==> config.mk <==
export PLATFORM = sky130hd
export DESIGN_NAME = ped_phase_integrator
export DESIGN_NICKNAME = d
export VERILOG_FILES = /design/src/rtl/ped_pkg.sv /design/src/rtl/ped_comparator.sv /design/src/rtl/ped_integrator.sv /design/src/rtl/ped_shifter.sv /design/src/rtl/ped_phase_integrator.sv
export SDC_FILE = /design/constraint.sdc
export NUM_CORES = 1
export LEC_CHECK = 0
export BUFFER_PORTS_ARGS = -buffer_cell sky130_fd_sc_hd__buf_4
export CORE_MARGIN = 5
export CORE_UTILIZATION = 55
export DETAILED_ROUTE_END_ITERATION = 7
export GPL_TIMING_DRIVEN = 0
export PLACE_DENSITY = 0.72
export SLEW_MARGIN = 20
export SYNTH_ARGS = -nofsm -noshare
export SYNTH_HDL_FRONTEND = slang
export SYNTH_SLANG_ARGS = --single-unit
==> constraint.sdc <==
create_clock -name clk -period 26.3 [get_ports clk]
set_input_delay 5.26 -clock clk [delete_from_list [all_inputs] [get_ports clk]]
set_output_delay 5.26 -clock clk [all_outputs]
set_load 0.02 [all_outputs]
==> src/rtl/ped_pkg.sv <==
package ped_pkg;

    localparam int unsigned PED_ACC_W = 18;

    typedef enum logic {
        CMP_DISAGREE = 1'b0,
        CMP_AGREE    = 1'b1
    } cmp_e;

    typedef struct packed {
        logic valid;
        cmp_e dir;
    } step_t;

    function automatic cmp_e phase_xnor(input logic a, input logic b);
        return cmp_e'(~(a ^ b));
    endfunction

    function automatic logic fa_sum(input logic a, input logic b, input logic c);
        return a ^ b ^ c;
    endfunction

    function automatic logic fa_carry(input logic a, input logic b, input logic c);
        return (a & b) | (a & c) | (b & c);
    endfunction

endpackage

==> src/rtl/ped_comparator.sv <==
module ped_comparator
    import ped_pkg::*;
(
    input  logic  sample_en,
    input  logic  in_sign,
    input  logic  ref_bit,
    output step_t step
);

    always_comb begin
        step.valid = sample_en;
        step.dir   = phase_xnor(in_sign, ref_bit);
    end

endmodule

==> src/rtl/ped_integrator.sv <==
module ped_integrator
    import ped_pkg::*;
#(
    parameter int unsigned ACC_W = PED_ACC_W
) (
    input  logic             clk,
    input  logic             rst,
    input  step_t            step,
    input  logic             dump,
    output logic [ACC_W-1:0] snapshot
);

    logic [ACC_W-1:0] acc_q;
    logic [ACC_W-1:0] addend;
    logic [ACC_W:0]   carry;
    logic [ACC_W-1:0] sum;
    logic [ACC_W-1:0] flip;

    // +1 is 0...01, -1 is 1...11: bit 0 is always 1, upper bits follow the direction
    assign addend[0] = 1'b1;
    assign carry[0]  = 1'b0;

    genvar gi;
    generate
        for (gi = 0; gi < ACC_W; gi++) begin : g_stage
            if (gi > 0) begin : g_hi
                assign addend[gi] = (step.dir == CMP_DISAGREE);
            end
            assign sum[gi]      = fa_sum(acc_q[gi], addend[gi], carry[gi]);
            assign carry[gi+1]  = fa_carry(acc_q[gi], addend[gi], carry[gi]);
            // toggle stage: flip only when a sample arrives and the sum differs
            assign flip[gi]     = step.valid & (sum[gi] ^ acc_q[gi]);
            assign snapshot[gi] = acc_q[gi] ^ flip[gi];

            always_ff @(posedge clk) begin
                if (rst || dump) begin
                    acc_q[gi] <= 1'b0;
                end else if (flip[gi]) begin
                    acc_q[gi] <= ~acc_q[gi];
                end
            end
        end
    endgenerate

    assert_step_up_R2: assert property (@(posedge clk) disable iff (rst)
        ($past(step.valid) && $past(step.dir) == CMP_AGREE && !$past(dump))
            |-> acc_q == $past(acc_q) + ACC_W'(1));

    assert_step_down_R3: assert property (@(posedge clk) disable iff (rst)
        ($past(step.valid) && $past(step.dir) == CMP_DISAGREE && !$past(dump))
            |-> acc_q == $past(acc_q) - ACC_W'(1));

    assert_hold_R5: assert property (@(posedge clk) disable iff (rst)
        (!$past(step.valid) && !$past(dump)) |-> $stable(acc_q));

    assert_clear_R6: assert property (@(posedge clk) disable iff (rst)
        $past(dump) |-> acc_q == '0);

endmodule

==> src/rtl/ped_shifter.sv <==
module ped_shifter #(
    parameter int unsigned ACC_W = 18
) (
    input  logic             clk,
    input  logic             rst,
    input  logic             load,
    input  logic [ACC_W-1:0] load_val,
    input  logic             shift_en,
    output logic             ser_out,
    output logic             ready
);

    localparam int unsigned CNT_W = $clog2(ACC_W + 1);
    localparam logic [CNT_W-1:0] FULL = CNT_W'(ACC_W);

    logic [ACC_W-1:0] sr_q;
    logic [CNT_W-1:0] left_q;

    always_ff @(posedge clk) begin
        if (rst) begin
            sr_q   <= '0;
            left_q <= '0;
        end else if (load) begin
            sr_q   <= load_val;
            left_q <= FULL;
        end else if (shift_en && left_q != '0) begin
            sr_q   <= {sr_q[ACC_W-2:0], 1'b0};
            left_q <= left_q - CNT_W'(1);
        end
    end

    assign ser_out = sr_q[ACC_W-1];
    assign ready   = (left_q != '0);

    assert_load_ready_R7: assert property (@(posedge clk) disable iff (rst)
        $past(load) |-> ready && ser_out == $past(load_val[ACC_W-1]));

    assert_fall_last_R7: assert property (@(posedge clk) disable iff (rst)
        $fell(ready) |-> $past(shift_en) && $past(left_q) == CNT_W'(1));

    assert_idle_quiet_R8: assert property (@(posedge clk) disable iff (rst)
        !ready |-> !ser_out);

    assert_idle_hold_R8: assert property (@(posedge clk) disable iff (rst)
        (!$past(ready) && !$past(load)) |-> $stable(sr_q));

endmodule

==> src/rtl/ped_phase_integrator.sv <==
module ped_phase_integrator
    import ped_pkg::*;
#(
    parameter int unsigned ACC_W = PED_ACC_W
) (
    input  logic clk,
    input  logic rst,
    input  logic sample_en,
    input  logic in_sign,
    input  logic ref_bit,
    input  logic dump,
    input  logic shift_en,
    output logic ser_out,
    output logic ready
);

    step_t            step;
    logic [ACC_W-1:0] snapshot;

    ped_comparator u_cmp (
        .sample_en (sample_en),
        .in_sign   (in_sign),
        .ref_bit   (ref_bit),
        .step      (step)
    );

    ped_integrator #(.ACC_W(ACC_W)) u_int (
        .clk      (clk),
        .rst      (rst),
        .step     (step),
        .dump     (dump),
        .snapshot (snapshot)
    );

    ped_shifter #(.ACC_W(ACC_W)) u_sr (
        .clk      (clk),
        .rst      (rst),
        .load     (dump),
        .load_val (snapshot),
        .shift_en (shift_en),
        .ser_out  (ser_out),
        .ready    (ready)
    );

    assert_reset_R1: assert property (@(posedge clk)
        $past(rst) |-> !ready && !ser_out);

endmodule

==> summary.txt <==
Cells and area
  • Post-route cell area: approximately 0.0023 mm2
  • Final Non-Filler Cells: ~270
  • Antenna Cells: 0
  • Layout cell share with drive strength beyond 1: 0.1195
  • Fill count: around 330
  • Fin nets: between 200 and 250
  • Final Util: 0.6233
  • Area Growth Syn to Fin: 11.18%

Floorplan
  • Initial core utilization: 0.5606
  • Die area: ~0.005 mm2
  • Die height: 70.86 um
  • Core area: approximately 0.0036 mm2
  • # IOs: 9
  • Core Rows: 22
  • Die Wd: about 70 um

Clock tree
  • Clk buf depth: 2
  • # clock sinks: 41
  • CTS root buf: clkbuf_8
  • Clock-pin slew on the worst setup and hold paths: around 80 ps
  • Inserted Clock Buffers: 5
  • CTS tree: built
  • Postcts setup bufs: 0
  • Clk_lat worst skew: roughly 300 ps
  • CTS Hold Buffers Added: 0
  • H-tree depth: 2
  • Post-cts resize count: 0

STA
  • Max Slew Vio Count: 0
  • Setup TNS: 0 ps
  • Clock Skew: just under 10 ps
  • Fin worst setup slack: 12930 ps
  • Fin crit period: approximately 13000 ps
  • Tightest Pin Transition: 888.3 ps
  • Highest Clock Rate: 74.82 MHz
  • Relative slew slack: 0.4071
  • RSZ-0062 raised after global routing: false
  • Post-route clock period utilization: 0.5082
  • Final hold violations: 0
  • Setup-failing EPs final: 0

GRT
  • Gr ovfl total: 0
  • Largest net degree at the start of global routing: 15
  • First-pass GRT wire length: around 6.4 mm
  • Vias in the first global route: around 1400
  • Overall Global Routing Usage: 0.1596
  • Initial antenna violation count: 0

Placed design
  • Hpwl dp: about 2.7 mm
  • Count of input and output buffers: 7
  • Dpl ws: approximately 13000 ps
  • Post-DP Area: about 0.0021 mm2
  • RePlAce Congestion: between 0.8 and 0.9
  • Inst Count DP: ~270

Synthesis
  • Post-Syn Area per Cell: 9.654 um2
  • Synth top area share: 0.4029
  • Post-synth cell types: 31
  • EDFF count, synth: 0
  • Post-synth ARST share: 0
  • Synthesized area: between 0.002 and 0.0025 mm2
  • Syn Nets: 235
  • Synthesized flop and latch total: roughly 40
  • Count leader, synth: dfxtp_1
  • Top cells by count, synth: dfxtp_1, nand2_1, nor2_1
  • YS warnings: 0
  • Top FF cell, synth: dfxtp_1
  • Area contributors post-synth: dfxtp_1, fa_1, mux2i_1
  • Synth Instances: 211
  • Post-synth top area cell: dfxtp_1
  • Register area share after synthesis: 0.4029

Detailed routing
  • DRT Pass-1 Iters: 4
  • First-iteration detailed-routing DRC count: slightly below 90
  • Routed len/inst: 13.02 um
  • Remaining antenna violation count: 0
  • Drt drc: 0
  • Vias/cell: roughly 5
  • Via count: ~1400
  • Drt total wl: 3.567 mm

Critical path
  • Max FO, Critical Path: 14
  • Startpoint class of the critical path: primary input
  • Sequence of cells on the critical path: buf_4 > xnor2_1 > inv_1 > fa_1 > fa_1 > fa_1 > fa_1 > fa_1 > fa_1 > fa_1 > fa_1 > fa_1 > fa_1 > fa_1 > fa_1 > fa_1 > fa_1 > inv_1 > fa_1 > a21oi_1 > mux2i_1 > a211oi_1
  • Slowest cell on the critical path: fa_1
  • CP peak stage delay: 600 ps
  • Worst Path Buf+Inv: 3
  • Delay-heaviest family, CP: adder cells
  • CP Data Arrival Time: between 10000 and 15000 ps
  • CP required: between 20000 and 30000 ps
  • Setup crit end kind: flip-flop
  • Worst path most repeated cell: fa_1
  • CP Class: primary input to flip-flop

Pwr
  • Peak VDD IR: approximately 0.044 mV
  • Pwr Density: approximately 66 mW/mm2
  • Leak Pwr: about 0.94 nW

Run status
  • Status: finished, final reports clean

Run
  • Max_cap viols: 0

Hold path
  • Hold crit path type: flip-flop to flip-flop
-- layout make-up --
type	count	area [um2]	share of cell area
Sequential cell	41	820.8	0.3624
Clock buffer	5	68.82	0.03039
Tap cell	48	60.06	0.02652
Clock inverter	3	46.29	0.02044
Buffer	12	60.06	0.02652
Inverter	11	41.29	0.01823
Timing Repair Buffer	7	52.55	0.02320
Multi-Input combinational cell	147	1115	0.4923
-- layout by cell type, fill, tap and decap left out, drive strengths merged --
master and count:
dfxtp 41, nand2 32, nor2 23, a21oi 18, mux2i 16, fa 16
o211ai 14, buf 13, inv 11, clkbuf 11, nor2b 4, a211oi 4
xnor2 3, xor2 3, nor3 2, nand3 2, nor4b 1, or2 1
o21ai 1, a22oi 1, or3 1, a31oi 1, nand2b 1, and3 1
o31ai 1, ha 1, clkinvlp 1, clkinv 1, bufinv 1
-- per-stage QoR --
stage	total power [mW]	hold slack, ps
floorplan	0.09367	431.3
global placement	0.1003	440.6
detailed placement	0.1012	443.1
CTS	0.1517	454.0
global route	0.1592	467.4
finish	0.1498	451.3
-- where the power goes --
part / leakage, nW / switching (mW) / internal [mW]
logic: 0.552 / 0.0174 / 0.0126
registers: 0.336 / 0.00261 / 0.0667
clock network: 0.0543 / 0.0221 / 0.0284
-- cell families (layout without fill, tap and decap cells) --
group | Yosys count | after routing | synth area share
mux | 16 | 16 | 0.07862
fa+ha+maj | 17 | 17 | 0.1634
xor+xnor | 6 | 6 | 0.02580
simple gates | 68 | 68 | 0.1487
compound gates | 40 | 40 | 0.1308
flops | 41 | 41 | 0.4029
buf+inv | 23 | 38 | 0.04975
-- state kept, by name (all words and copies together), names as in the netlist --
register / count
u_int.acc_q: 18
u_sr.left_q: 5
u_sr.sr_q: 18
-- final timing paths --
path                  startpoint             to  slack (ps)  depth (start not counted)
setup / recovery         ref_bit  u_sr.sr_q[16]       12930                         22
hold / removal      u_sr.sr_q[4]   u_sr.sr_q[4]         450                          2
setup reg to reg  u_int.acc_q[0]  u_sr.sr_q[16]       18630                         22
hold reg to reg     u_sr.sr_q[4]   u_sr.sr_q[4]         450                          2
-- metal layers --
metal | routed length, um | vias to the layer above | part of all wire | track usage
met5 | 0 | - | 0 | 0
met1 | 1778 | 652 | 0.50 | 0.2158
met4 | 39 | 0 | 0.011 | 0.05637
met2 | 1664 | 10 | 0.47 | 0.2482
met3 | 85 | 4 | 0.024 | 0.04119
li1 | - | 733 | - | -
-- tightest hold or removal path, stage by stage, from the launching register on --
cell and delay (ps):
dfxtp_1 310, nand2_1 50, a21oi_1 50
(Power assumes the default switching activity.)
